## config.mk

```make
export PLATFORM = sky130hd
export DESIGN_NAME = hpslot_ctrl
export DESIGN_NICKNAME = d
export VERILOG_FILES = /design/src/rtl/hpslot_pkg.sv /design/src/rtl/hpslot_lsb.sv /design/src/rtl/hpslot_bitmaps.sv /design/src/rtl/hpslot_sweep.sv /design/src/rtl/hpslot_ctrl.sv
export SDC_FILE = /design/constraint.sdc
export NUM_CORES = 1
export LEC_CHECK = 0
export ABC_CLOCK_PERIOD_IN_PS = 6350
export CORE_ASPECT_RATIO = 0.6
export CORE_MARGIN = 2
export CORE_UTILIZATION = 25
export CTS_BUF_LIST = sky130_fd_sc_hd__clkbuf_8
export DETAILED_ROUTE_END_ITERATION = 12
export GPL_TIMING_DRIVEN = 0
export MAX_ROUTING_LAYER = met4
export PLACE_DENSITY_LB_ADDON = 0.3
export SYNTH_ARGS = -nofsm -noshare
export SYNTH_HDL_FRONTEND = slang
export SYNTH_SLANG_ARGS = --single-unit
```

## constraint.sdc

```tcl
create_clock -name clk -period 6.35 [get_ports clk]
set_input_delay 0.9525 -clock clk [delete_from_list [all_inputs] [get_ports clk]]
set_output_delay 0.9525 -clock clk [all_outputs]
set_load 0.05 [all_outputs]
```

## src/rtl/hpslot_pkg.sv

```systemverilog
package hpslot_pkg;
  localparam int REG_W  = 32;
  localparam int SLOT_N = 32;
  localparam int SLOT_W = 5;

  // word offsets inside the window (software decodes these)
  localparam logic [2:0] WD_INS = 3'd0;
  localparam logic [2:0] WD_REM = 3'd1;
  localparam logic [2:0] WD_EJ  = 3'd2;
  localparam logic [2:0] WD_RMV = 3'd3;
  localparam logic [2:0] WD_SEL = 3'd4;
  localparam logic [2:0] WD_IDX = 3'd5;

  typedef enum logic [1:0] {
    SW_IDLE = 2'd0,
    SW_WALK = 2'd1,
    SW_LOAD = 2'd2
  } sweep_st_e;
endpackage

```

## src/rtl/hpslot_lsb.sv

```systemverilog
module hpslot_lsb #(
  parameter int W  = 32,
  parameter int IW = $clog2(W)
) (
  input  logic [W-1:0]  vec,
  output logic          found,
  output logic [IW-1:0] idx
);
  always_comb begin
    found = |vec;
    idx   = '0;
    for (int i = W - 1; i >= 0; i--) begin
      if (vec[i]) idx = IW'(i);
    end
  end
endmodule

```

## src/rtl/hpslot_bitmaps.sv

```systemverilog
module hpslot_bitmaps #(
  parameter int NUM_BUS = 4,
  parameter int BUS_W   = 2,
  parameter int SLOT_N  = 32,
  parameter int SLOT_W  = 5
) (
  input  logic                      clk,
  input  logic                      rst,
  input  logic [NUM_BUS*SLOT_N-1:0] nohp_flat,
  input  logic                      plug_v,
  input  logic [BUS_W-1:0]          plug_bus,
  input  logic [SLOT_W-1:0]         plug_slot,
  input  logic                      unrm_v,
  input  logic [BUS_W-1:0]          unrm_bus,
  input  logic [SLOT_W-1:0]         unrm_slot,
  input  logic                      clr_v,
  input  logic [BUS_W-1:0]          clr_bus,
  input  logic [SLOT_W-1:0]         clr_slot,
  input  logic                      rdclr_v,
  input  logic [BUS_W-1:0]          rdclr_bus,
  input  logic                      rmv_load,
  output logic [NUM_BUS*SLOT_N-1:0] ins_flat,
  output logic [NUM_BUS*SLOT_N-1:0] rem_flat,
  output logic [NUM_BUS*SLOT_N-1:0] rmv_flat
);
  for (genvar b = 0; b < NUM_BUS; b++) begin : g_bus
    logic [SLOT_N-1:0] ins_q, rem_q, rmv_q;
    logic [SLOT_N-1:0] set_i, set_r, clr_m, rd_m;

    assign set_i = (plug_v && plug_bus == BUS_W'(b)) ? (SLOT_N'(1) << plug_slot) : '0;
    assign set_r = (unrm_v && unrm_bus == BUS_W'(b)) ? (SLOT_N'(1) << unrm_slot) : '0;
    assign clr_m = (clr_v  && clr_bus  == BUS_W'(b)) ? (SLOT_N'(1) << clr_slot)  : '0;
    assign rd_m  = (rdclr_v && rdclr_bus == BUS_W'(b)) ? '1 : '0;

    always_ff @(posedge clk) begin
      if (rst) begin
        ins_q <= '0;
        rem_q <= '0;
        rmv_q <= ~nohp_flat[b*SLOT_N +: SLOT_N];
      end else begin
        // new notice beats read-clear; eject clear beats everything
        ins_q <= ((ins_q & ~rd_m) | set_i) & ~clr_m;
        rem_q <= (rem_q | set_r) & ~clr_m;
        if (rmv_load) rmv_q <= ~nohp_flat[b*SLOT_N +: SLOT_N];
      end
    end

    assign ins_flat[b*SLOT_N +: SLOT_N] = ins_q;
    assign rem_flat[b*SLOT_N +: SLOT_N] = rem_q;
    assign rmv_flat[b*SLOT_N +: SLOT_N] = rmv_q;

    assert_plug_sets_R2: assert property (@(posedge clk) disable iff (rst)
      (plug_v && plug_bus == BUS_W'(b) &&
       !(clr_v && clr_bus == BUS_W'(b) && clr_slot == plug_slot))
      |=> ins_q[$past(plug_slot)]);

    assert_unrm_sets_R2: assert property (@(posedge clk) disable iff (rst)
      (unrm_v && unrm_bus == BUS_W'(b) &&
       !(clr_v && clr_bus == BUS_W'(b) && clr_slot == unrm_slot))
      |=> rem_q[$past(unrm_slot)]);

    assert_eject_wins_R7: assert property (@(posedge clk) disable iff (rst)
      (clr_v && clr_bus == BUS_W'(b))
      |=> (!ins_q[$past(clr_slot)] && !rem_q[$past(clr_slot)]));
  end
endmodule

```

## src/rtl/hpslot_sweep.sv

```systemverilog
module hpslot_sweep
  import hpslot_pkg::*;
#(
  parameter int NUM_BUS = 4,
  parameter int BUS_W   = 2,
  parameter int SLOT_N  = 32,
  parameter int SLOT_W  = 5
) (
  input  logic                      clk,
  input  logic                      rst,
  input  logic                      start,
  input  logic [NUM_BUS*SLOT_N-1:0] rem_flat,
  output logic                      busy,
  output logic                      clr_v,
  output logic [BUS_W-1:0]          clr_bus,
  output logic [SLOT_W-1:0]         clr_slot,
  output logic                      rmv_load
);
  sweep_st_e         st_q;
  logic [BUS_W-1:0]  bus_q;
  logic [SLOT_N-1:0] rem_cur;
  logic              pend;
  logic [SLOT_W-1:0] pend_slot;

  assign rem_cur = rem_flat[int'(bus_q)*SLOT_N +: SLOT_N];

  hpslot_lsb #(.W(SLOT_N), .IW(SLOT_W)) u_pick (
    .vec(rem_cur), .found(pend), .idx(pend_slot)
  );

  assign busy     = (st_q != SW_IDLE);
  assign clr_v    = (st_q == SW_WALK) && pend;
  assign clr_bus  = bus_q;
  assign clr_slot = pend_slot;
  assign rmv_load = (st_q == SW_LOAD);

  always_ff @(posedge clk) begin
    if (rst) begin
      st_q  <= SW_IDLE;
      bus_q <= '0;
    end else begin
      unique case (st_q)
        SW_IDLE: if (start) begin
          st_q  <= SW_WALK;
          bus_q <= '0;
        end
        SW_WALK: if (!pend) begin
          if (bus_q == BUS_W'(NUM_BUS - 1)) st_q <= SW_LOAD;
          else bus_q <= BUS_W'(bus_q + 1'b1);
        end
        SW_LOAD: st_q <= SW_IDLE;
        default: st_q <= SW_IDLE;
      endcase
    end
  end

  assert_bus_order_R10: assert property (@(posedge clk) disable iff (rst)
    (clr_v && $past(clr_v)) |-> (clr_bus >= $past(clr_bus)));

  assert_load_ends_R10: assert property (@(posedge clk) disable iff (rst)
    rmv_load |=> !busy);
endmodule

```

## src/rtl/hpslot_ctrl.sv

```systemverilog
module hpslot_ctrl
  import hpslot_pkg::*;
#(
  parameter int  NUM_BUS = 4,
  parameter int  IDX_W   = 14,
  localparam int BUS_W   = (NUM_BUS > 1) ? $clog2(NUM_BUS) : 1
) (
  input  logic                      clk,
  input  logic                      rst,
  input  logic                      legacy_mode,
  input  logic                      warm_rst,
  input  logic                      req_valid,
  input  logic                      req_write,
  input  logic [4:0]                req_addr,
  input  logic [REG_W-1:0]          req_wdata,
  output logic                      rsp_valid,
  output logic [REG_W-1:0]          rsp_rdata,
  input  logic                      plug_valid,
  input  logic [BUS_W-1:0]          plug_bus,
  input  logic [SLOT_W-1:0]         plug_slot,
  input  logic                      unrm_valid,
  input  logic [BUS_W-1:0]          unrm_bus,
  input  logic [SLOT_W-1:0]         unrm_slot,
  input  logic [NUM_BUS*SLOT_N-1:0] nohp_mask,
  output logic [BUS_W-1:0]          idx_lkp_bus,
  output logic [SLOT_W-1:0]         idx_lkp_slot,
  input  logic [IDX_W-1:0]          idx_lkp_value,
  output logic                      event_pulse,
  output logic                      eject_valid,
  output logic [BUS_W-1:0]          eject_bus,
  output logic [SLOT_W-1:0]         eject_slot,
  output logic                      sweep_busy
);
  logic [REG_W-1:0] sel_q;
  logic [IDX_W-1:0] idx_q;
  logic [2:0]       word;
  logic             acc_ok, sel_ok, wr_en, rd_en;
  logic [BUS_W-1:0] sel_b;
  logic             wd_found;
  logic [SLOT_W-1:0] wd_slot;
  logic             ej_hit, ix_hit, rdclr_v;
  logic             plug_ok, unrm_ok;
  logic [NUM_BUS*SLOT_N-1:0] ins_flat, rem_flat, rmv_flat;
  logic             sw_busy, sw_clr_v, sw_load;
  logic [BUS_W-1:0] sw_clr_bus;
  logic [SLOT_W-1:0] sw_clr_slot;
  logic             clr_v;
  logic [BUS_W-1:0] clr_bus;
  logic [SLOT_W-1:0] clr_slot;
  logic [REG_W-1:0] rd_val;

  assign word    = req_addr[4:2];
  assign acc_ok  = (req_addr[1:0] == 2'b00) && (word <= WD_IDX);
  assign sel_ok  = (sel_q < REG_W'(NUM_BUS));
  assign sel_b   = sel_q[BUS_W-1:0];
  assign wr_en   = req_valid && req_write && acc_ok && !sw_busy && !warm_rst;
  assign rd_en   = req_valid && !req_write && acc_ok;
  assign plug_ok = plug_valid && (32'(plug_bus) < NUM_BUS);
  assign unrm_ok = unrm_valid && (32'(unrm_bus) < NUM_BUS);

  hpslot_lsb #(.W(REG_W), .IW(SLOT_W)) u_wd_pick (
    .vec(req_wdata), .found(wd_found), .idx(wd_slot)
  );

  assign ej_hit  = wr_en && (word == WD_EJ)  && sel_ok && wd_found;
  assign ix_hit  = wr_en && (word == WD_IDX) && sel_ok && wd_found;
  assign rdclr_v = rd_en && (word == WD_INS) && sel_ok && !legacy_mode;

  assign idx_lkp_bus  = sel_b;
  assign idx_lkp_slot = wd_slot;

  // sweep owns the clear port while busy; writes are blocked then
  assign clr_v    = sw_clr_v || ej_hit;
  assign clr_bus  = sw_clr_v ? sw_clr_bus  : sel_b;
  assign clr_slot = sw_clr_v ? sw_clr_slot : wd_slot;

  hpslot_sweep #(.NUM_BUS(NUM_BUS), .BUS_W(BUS_W), .SLOT_N(SLOT_N), .SLOT_W(SLOT_W)) u_sweep (
    .clk(clk), .rst(rst), .start(warm_rst), .rem_flat(rem_flat),
    .busy(sw_busy), .clr_v(sw_clr_v), .clr_bus(sw_clr_bus),
    .clr_slot(sw_clr_slot), .rmv_load(sw_load)
  );

  hpslot_bitmaps #(.NUM_BUS(NUM_BUS), .BUS_W(BUS_W), .SLOT_N(SLOT_N), .SLOT_W(SLOT_W)) u_maps (
    .clk(clk), .rst(rst), .nohp_flat(nohp_mask),
    .plug_v(plug_ok), .plug_bus(plug_bus), .plug_slot(plug_slot),
    .unrm_v(unrm_ok), .unrm_bus(unrm_bus), .unrm_slot(unrm_slot),
    .clr_v(clr_v), .clr_bus(clr_bus), .clr_slot(clr_slot),
    .rdclr_v(rdclr_v), .rdclr_bus(sel_b), .rmv_load(sw_load),
    .ins_flat(ins_flat), .rem_flat(rem_flat), .rmv_flat(rmv_flat)
  );

  always_comb begin
    rd_val = '0;
    if (sel_ok) begin
      unique case (word)
        WD_INS:  rd_val = ins_flat[int'(sel_b)*SLOT_N +: SLOT_N];
        WD_REM:  rd_val = rem_flat[int'(sel_b)*SLOT_N +: SLOT_N];
        WD_RMV:  rd_val = rmv_flat[int'(sel_b)*SLOT_N +: SLOT_N];
        WD_SEL:  rd_val = sel_q;
        WD_IDX:  rd_val = REG_W'(idx_q);
        default: rd_val = '0;
      endcase
    end
  end

  always_ff @(posedge clk) begin
    if (rst) begin
      sel_q       <= '0;
      idx_q       <= '0;
      rsp_valid   <= 1'b0;
      rsp_rdata   <= '0;
      event_pulse <= 1'b0;
      eject_valid <= 1'b0;
      eject_bus   <= '0;
      eject_slot  <= '0;
      sweep_busy  <= 1'b0;
    end else begin
      rsp_valid   <= req_valid && !req_write;
      rsp_rdata   <= rd_en ? rd_val : '0;
      event_pulse <= plug_ok || unrm_ok;
      eject_valid <= clr_v;
      eject_bus   <= clr_bus;
      eject_slot  <= clr_slot;
      sweep_busy  <= warm_rst || (sw_busy && !sw_load);
      if (wr_en) begin
        idx_q <= '0;
        if (word == WD_SEL) sel_q <= legacy_mode ? '0 : req_wdata;
        if (ix_hit) idx_q <= idx_lkp_value;
      end else if (rd_en && sel_ok && word == WD_IDX) begin
        idx_q <= '0;
      end
    end
  end

  assert_event_follows_R2: assert property (@(posedge clk) disable iff (rst)
    (plug_ok || unrm_ok) |=> event_pulse);

  assert_bad_sel_reads0_R5: assert property (@(posedge clk) disable iff (rst)
    (req_valid && !req_write && !sel_ok) |=> (rsp_rdata == '0));

  assert_write_clears_idx_R8: assert property (@(posedge clk) disable iff (rst)
    (wr_en && word != WD_IDX) |=> (idx_q == '0));

  assert_sweep_blocks_write_R11: assert property (@(posedge clk) disable iff (rst)
    (sw_busy && req_valid && req_write && word == WD_SEL) |=> $stable(sel_q));
endmodule

```

* Word level (Yosys, flattened, before mapping)
Index checks and enable logic that the tools add are counted.
** Storage, ports and cells
- Output and inout port bits :: 50
- Register bits after elaboration :: 477
- Word-level logic and storage cells :: 255
- Input port bits :: 201
** Operators by class
- Equality and inequality tests :: 24
- Shift-type cells :: 7
- $add $sub $neg :: 1
- Bitwise logic cells :: 34
- Order comparisons :: 2
- Reductions and logical operators :: 61
- Multiplexer cells :: 103
** Operators by type and width (count)
- $mux W32 :: 25
- $shiftx A128 B8 Y32 :: 4
- $and A32 B32 Y32 :: 12
- $not A32 Y32 :: 12
- $mux W5 :: 65
- $or A32 B32 Y32 :: 8
- $pmux W32 S5 :: 1
- $shl A1 B5 Y32 const A :: 3
- $reduce_or A32 Y1 :: 2
- $mux W14 :: 3
- $logic_and A1 B1 Y1 :: 36
- $lt A32 B3 Y1 const B :: 1
- $eq A2 B2 Y1 const B :: 10
- $mux W2 :: 7
- $logic_not A2 Y1 :: 6
- $eq A2 B1 Y1 const B :: 5
- $ne A2 B2 Y1 const B :: 4
- $pmux W2 S2 :: 2
- $reduce_bool A2 Y1 :: 4
- $eq A3 B2 Y1 const B :: 2
- $eq A3 B3 Y1 const B :: 2
- $logic_not A1 Y1 :: 5
- $reduce_and A4 Y1 :: 1
- $eq A3 B1 Y1 const B :: 1
- 8 further kinds :: 11

* Logic depth before layout (Yosys ltp)
- Depth in word-level cells :: 38
- Mapped depth :: 13
- Mapped depth without buffers :: 8

* Cells and area by module
A second synthesis with hierarchy kept.
** Unflattened totals
- Cells, all modules :: 2477
- Area, all modules :: 23707.7 um^2
** Modules (own cells, without submodules)
- hpslot_bitmaps :: cells each 1427, sequential area each 8968.6 um^2, instances 1, area an instance 15401.0 um^2
- hpslot_ctrl :: cells each 859, sequential area each 1781.7 um^2, instances 1, area an instance 6541.3 um^2
- hpslot_sweep :: cells each 61, sequential area each 80.1 um^2, instances 1, area an instance 994.7 um^2
- hpslot_lsb :: cells each 65, sequential area each 0.0 um^2, instances 2, area an instance 385.4 um^2

* Worst setup path before layout
OpenSTA, ideal clock, no wires.
- Path type :: input to register
- Start point :: input rst
- End point :: register u_maps.g_bus[0].rmv_q[0] (enable)
- Setup slack :: 1748 ps
- Data arrival time :: 4116 ps
- Stages :: 3
- Cell sequence :: clkbuf_1 clkbuf_1 a21o_1
** Between the ends
- Cells in the longest elaborated chain, start to end :: 1
** RTL lines
- from (decl) :: line hpslot_ctrl.sv:9 : input logic rst,
- $reduce_bool A2 Y1 (no line)
- to (signal assigned) :: line hpslot_bitmaps.sv:39 : rmv_q <= ~nohp_flat[b*SLOT_N +: SLOT_N];
- to (signal assigned) :: line hpslot_bitmaps.sv:44 : if (rmv_load) rmv_q <= ~nohp_flat[b*SLOT_N +: SLOT_N];
- to (decl) :: line hpslot_bitmaps.sv:27 : logic [SLOT_N-1:0] ins_q, rem_q, rmv_q;
No other way between the ends.
A chain may end at the register's enable or synchronous reset.

* Final worst setup path
- Start point :: register u_sweep.bus_q[1], in the netlist u_sweep.clr_bus[1]
- End point :: register u_maps.g_bus[2].rem_q[21]
** Between the ends
- Cells in the longest elaborated chain, start to end :: 38
- Elaborated cells between the ends (all ways) :: 44
- Classes of those cells :: 1 x eq/ne; 2 x shift; 35 x mux; 2 x bitwise; 4 x reduce/logical
** RTL lines
- from (decl) :: line hpslot_sweep.sv:20 : logic [BUS_W-1:0] bus_q;
- from (signal assigned) :: line hpslot_sweep.sv:49 : else bus_q <= BUS_W'(bus_q + 1'b1);
- $shiftx A128 B8 Y32 :: line hpslot_sweep.sv:25 : assign rem_cur = rem_flat[int'(bus_q)*SLOT_N +: SLOT_N];
- $mux W5 (32 in a row) :: line hpslot_lsb.sv:13 : if (vec[i]) idx = IW'(i);
- $mux W5 :: line hpslot_ctrl.sv:75 : assign clr_slot = sw_clr_v ? sw_clr_slot : wd_slot;
- $shl A1 B5 Y32 :: line hpslot_bitmaps.sv:32 : assign clr_m = (clr_v && clr_bus == BUS_W'(b)) ? (SLOT_N'(1) << clr_slot) : '0;
- $mux W32 * :: line hpslot_bitmaps.sv:32
- $not A32 Y32 * :: line hpslot_bitmaps.sv:43 : rem_q <= (rem_q | set_r) & ~clr_m;
- $and A32 B32 Y32 * :: line hpslot_bitmaps.sv:43
- to (signal assigned) :: line hpslot_bitmaps.sv:43
- to (decl) :: line hpslot_bitmaps.sv:27
Mark *: on every way between the ends. The rest lies on a longest branch, timed or not.

==> metrics.cfg <==
[timing]
clock_skew_ns = 0.03623
maxSlewHeadroom = -0.001003
report.final.slew_viol_count = 1
min_period_ns = 6.147
grt_setup_unrepaired = no
whs_ns = 0.4848
worstMarginPinSlew_ns = 1.502
period_share = 0.9681
fmax_ghz = 0.1627
hold_viol = 0
setup_viol_count_final = 0
timing.final.ws_setup_ns = 0.2027

[pwr]
max-vdd-ir-drop_mv = 0.1397
power_frac_comb = 0.111
power_mw = 6.915
p_sw_frac = 0.2863
seq_power_share = 0.464
pwr-share-clk = 0.425
switching_power_mw = 1.980
leakagePower_nw = 9.674
p_per_area_nw_per_um2 = 238.4
intPower_mw = 4.935

[synthesis]
syn_area_um2 = 23240
syn_area_per_cell_um2 = 9.690
synth_cells = 2398
synth_cell_types = 73
synth_warnings = 0
async_flop_share = 0
synth_edf_count = 128
synth_flop_cell = dfxtp_1
ys_seq_area_frac = 0.4661
ys_seq_elements = 477
syn_nets = 2600

[grt]
grt_usage = 0.2662
antenna_found_initial = 5
first_global_vias = 21240
grt-ovfl-total = 0
busiest_layer = met1
grtUsageMet3 = 0.1172
use_met2 = 0.3423
grt_max_degree = 68
grt_pass1_wl_um = 171100
met1_usage = 0.3720

[hold_path]
min-delay-start = sel_q[26]$_SDFFE_PP0P_
hold_depth = 2
min_path_type = flop to flop
whs_endpoint = rsp_rdata[26]$_SDFF_PP0_

[route]
drc = 0
wl_um = 126700
drt_pass1_iterations = 6
dr.first_iter.drc_count = 3777
num_vias = 22980
ant_nets = 0
post_drt_wl_per_cell_um = 31.41
viasPerCell = 5.698

[worst_setup_path]
critPathRequiredTime_ns = 6.93
crit_chain = buf_2 > buf_2 > mux4_2 > nor4_1 > a41oi_2 > nor2_2 > and3_1 > o221ai_2 > buf_2 > a211oi_1 > nor3_1
rr_endpoint = u_maps.g_bus[2].rem_q[21]$_SDFF_PP0_
timing.rr.start = u_sweep.clr_bus[1]$_SDFFE_PP0P_
path_class = flop to flop
cp_slowest_cell = nor4_1
cp-start-kind = flop
cp.arrival_ns = 6.73
worst_setup_path_end_kind = flop
worst-path-max-fanout = 10
rrSetupSlack_ns = 0.20
rr_worst_depth = 11
crit_top_cell = buf_2
cpPeakStageDelay_ns = 1.00

[clock_tree]
numCtsBuffers = 79
holdBufCountCts = 0
clkTransAtPathRegs_ns = 0.07
root_buffer = clkbuf_8
clock_latency_ns = 0.77
cts_resized = 0
clock_sinks = 477
cts_buffer_depth = 3
cts_tree = done
post_cts_buffers = 0
htreeDepth = 3

[die]
initial_core_util = 0.2529
placementRows = 86
io_pins = 251
core_um2 = 91890
fp.dieW_um = 397.6
die_y_um = 240.2
dieArea_um2 = 95480

[run_status]
run_status = complete, but fails checks
violations = slew limit

[placement]
gp_congestion = 1.054
port_buffers = 249
dp_hpwl_um = 97380
pre_cts_ws_ns = 0.1824
placedCellCount = 3882

[finish]
final_cells = 4033
num-nets-final = 2933
final_cell_mix = dfxtp_1, clkdlybuf4s50_1, a21oi_1
area.growth.synth_to_final_pct = 24.84
final_layout_size_suffix_gt1_frac = 0.1141
layout_commonest_cell = dfxtp_1
nFillCells = 9807

[flow_run]
cap_violations = 0

## routing by layer
metal | part of all wire | wire [um]
met5 | 0 | 0
met4 | 0.024 | 3076
met3 | 0.15 | 19280
met2 | 0.38 | 48550
met1 | 0.44 | 55760
## synth_stat cells, types with 3 or more instances
master,n,area (um2)
a221oi_1,20,175.2
nand3b_1,8,60.06
nand2_1,53,198.9
buf_6,4,45.04
a21oi_1,238,1191
inv_1,140,525.5
nand2b_1,28,175.2
or3_1,5,31.28
a31oi_1,5,31.28
a2111oi_1,4,40.04
buf_4,10,75.07
nor2_1,235,882.1
o22ai_1,3,18.77
dfxtp_1,349,6987
nand3_1,11,55.05
buf_1,20,75.07
clkbuf_1,139,521.8
a211oi_1,125,938.4
and3_1,6,37.54
a2111oi_2,28,420.4
mux2i_1,83,830.8
or4_1,12,90.09
buf_2,35,175.2
or3b_2,4,35.03
edfxtp_1,128,3844
nor3b_1,31,232.7
nor4_1,34,212.7
mux2_2,8,90.09
o31ai_1,4,30.03
nor3_1,170,850.8
o21bai_1,7,52.55
and3b_1,3,26.28
nor2b_1,31,193.9
nand4_1,3,18.77
a311oi_1,32,280.3
o211ai_1,14,105.1
o22a_1,7,61.31
nor3_4,14,227.7
or2_2,9,56.30
o21ai_0,92,460.4
a22oi_1,141,1059
mux4_2,64,1441
nor2_2,4,25.02
## cell type report
| class | instances | area, um2 | area share |
|---|---|---|---|
| multi-input cells | 1572 | 11000 | 0.3793 |
| flip-flops and latches | 477 | 10830 | 0.3733 |
| repair buffers | 252 | 2552 | 0.08799 |
| well taps | 1232 | 1541 | 0.05314 |
| clock buffers | 100 | 1376 | 0.04744 |
| plain buffers | 208 | 898.4 | 0.03097 |
| inverters | 141 | 529.3 | 0.01824 |
| clock inverters | 47 | 266.5 | 0.009187 |
| diodes | 4 | 10.01 | 0.0003451 |
## state kept, by name (all words and copies together), names as in the netlist
signal and count:
rsp_valid 1, sweep_busy 1, eject_slot 5, u_maps.g_bus.rem_q 128, u_sweep.st_q 2, idx_q 14
eject_bus 2, u_sweep.clr_bus 2, sel_q 32, rsp_rdata 32, u_maps.g_bus.rmv_q 128, eject_valid 1
event_pulse 1, u_maps.g_bus.ins_q 128
## worst max-delay path by stage
stage	startpoint	endpoint	cells after the start
finish	u_sweep.clr_bus[1]$_SDFFE_PP0P_	u_maps.g_bus[2].rem_q[21]$_SDFF_PP0_	11
global route	u_sweep.clr_bus[1]$_SDFFE_PP0P_	u_maps.g_bus[2].ins_q[19]$_SDFF_PP0_	12
CTS	u_sweep.clr_bus[1]$_SDFFE_PP0P_	u_maps.g_bus[2].rem_q[27]$_SDFF_PP0_	12
detailed placement	u_sweep.clr_bus[1]$_SDFFE_PP0P_	u_maps.g_bus[2].ins_q[27]$_SDFF_PP0_	12
global placement	rst	u_maps.g_bus[0].rmv_q[24]$_DFFE_PP_	4
floorplan	rst	u_maps.g_bus[0].rmv_q[0]$_DFFE_PP_	3
## cells by family after synthesis
| kind of cell | after synthesis | share of synthesized area |
|---|---|---|
| fa+ha+maj | 1 | 0.0005384 |
| flops | 477 | 0.4661 |
| compound gates | 743 | 0.2191 |
| buf+inv | 349 | 0.06117 |
| simple gates | 673 | 0.1515 |
| mux | 155 | 0.1017 |
## metrics by stage
step	cell area [um2]	setup TNS (ns)	utilization
finish	29010	0	0.3157
global route	29010	0	0.3157
CTS	28990	0	0.3154
detailed placement	27340	0	0.2975
global placement	27270	-168.29	0.2968
floorplan	23240	0	-
## power by group through the flow
stage                     combinational (mW)  clock (mW)  sequential (mW)
final                                  0.767        2.94             3.21
after global routing                   0.788        3.10             3.21
after CTS                              0.737        2.97             3.21
after detailed placement               0.734           0             3.28
after global placement                 0.731           0             3.29
after floorplan                        0.318           0             3.27
## critical path: cells and delay by family (launching register included)
kind,cells,cell delay (ns)
simple gates,4,1.88
compound gates,3,1.50
buf+inv,3,1.53
mux,1,0.53
flops,1,0.49
Power figures use the tool's default switching activity.
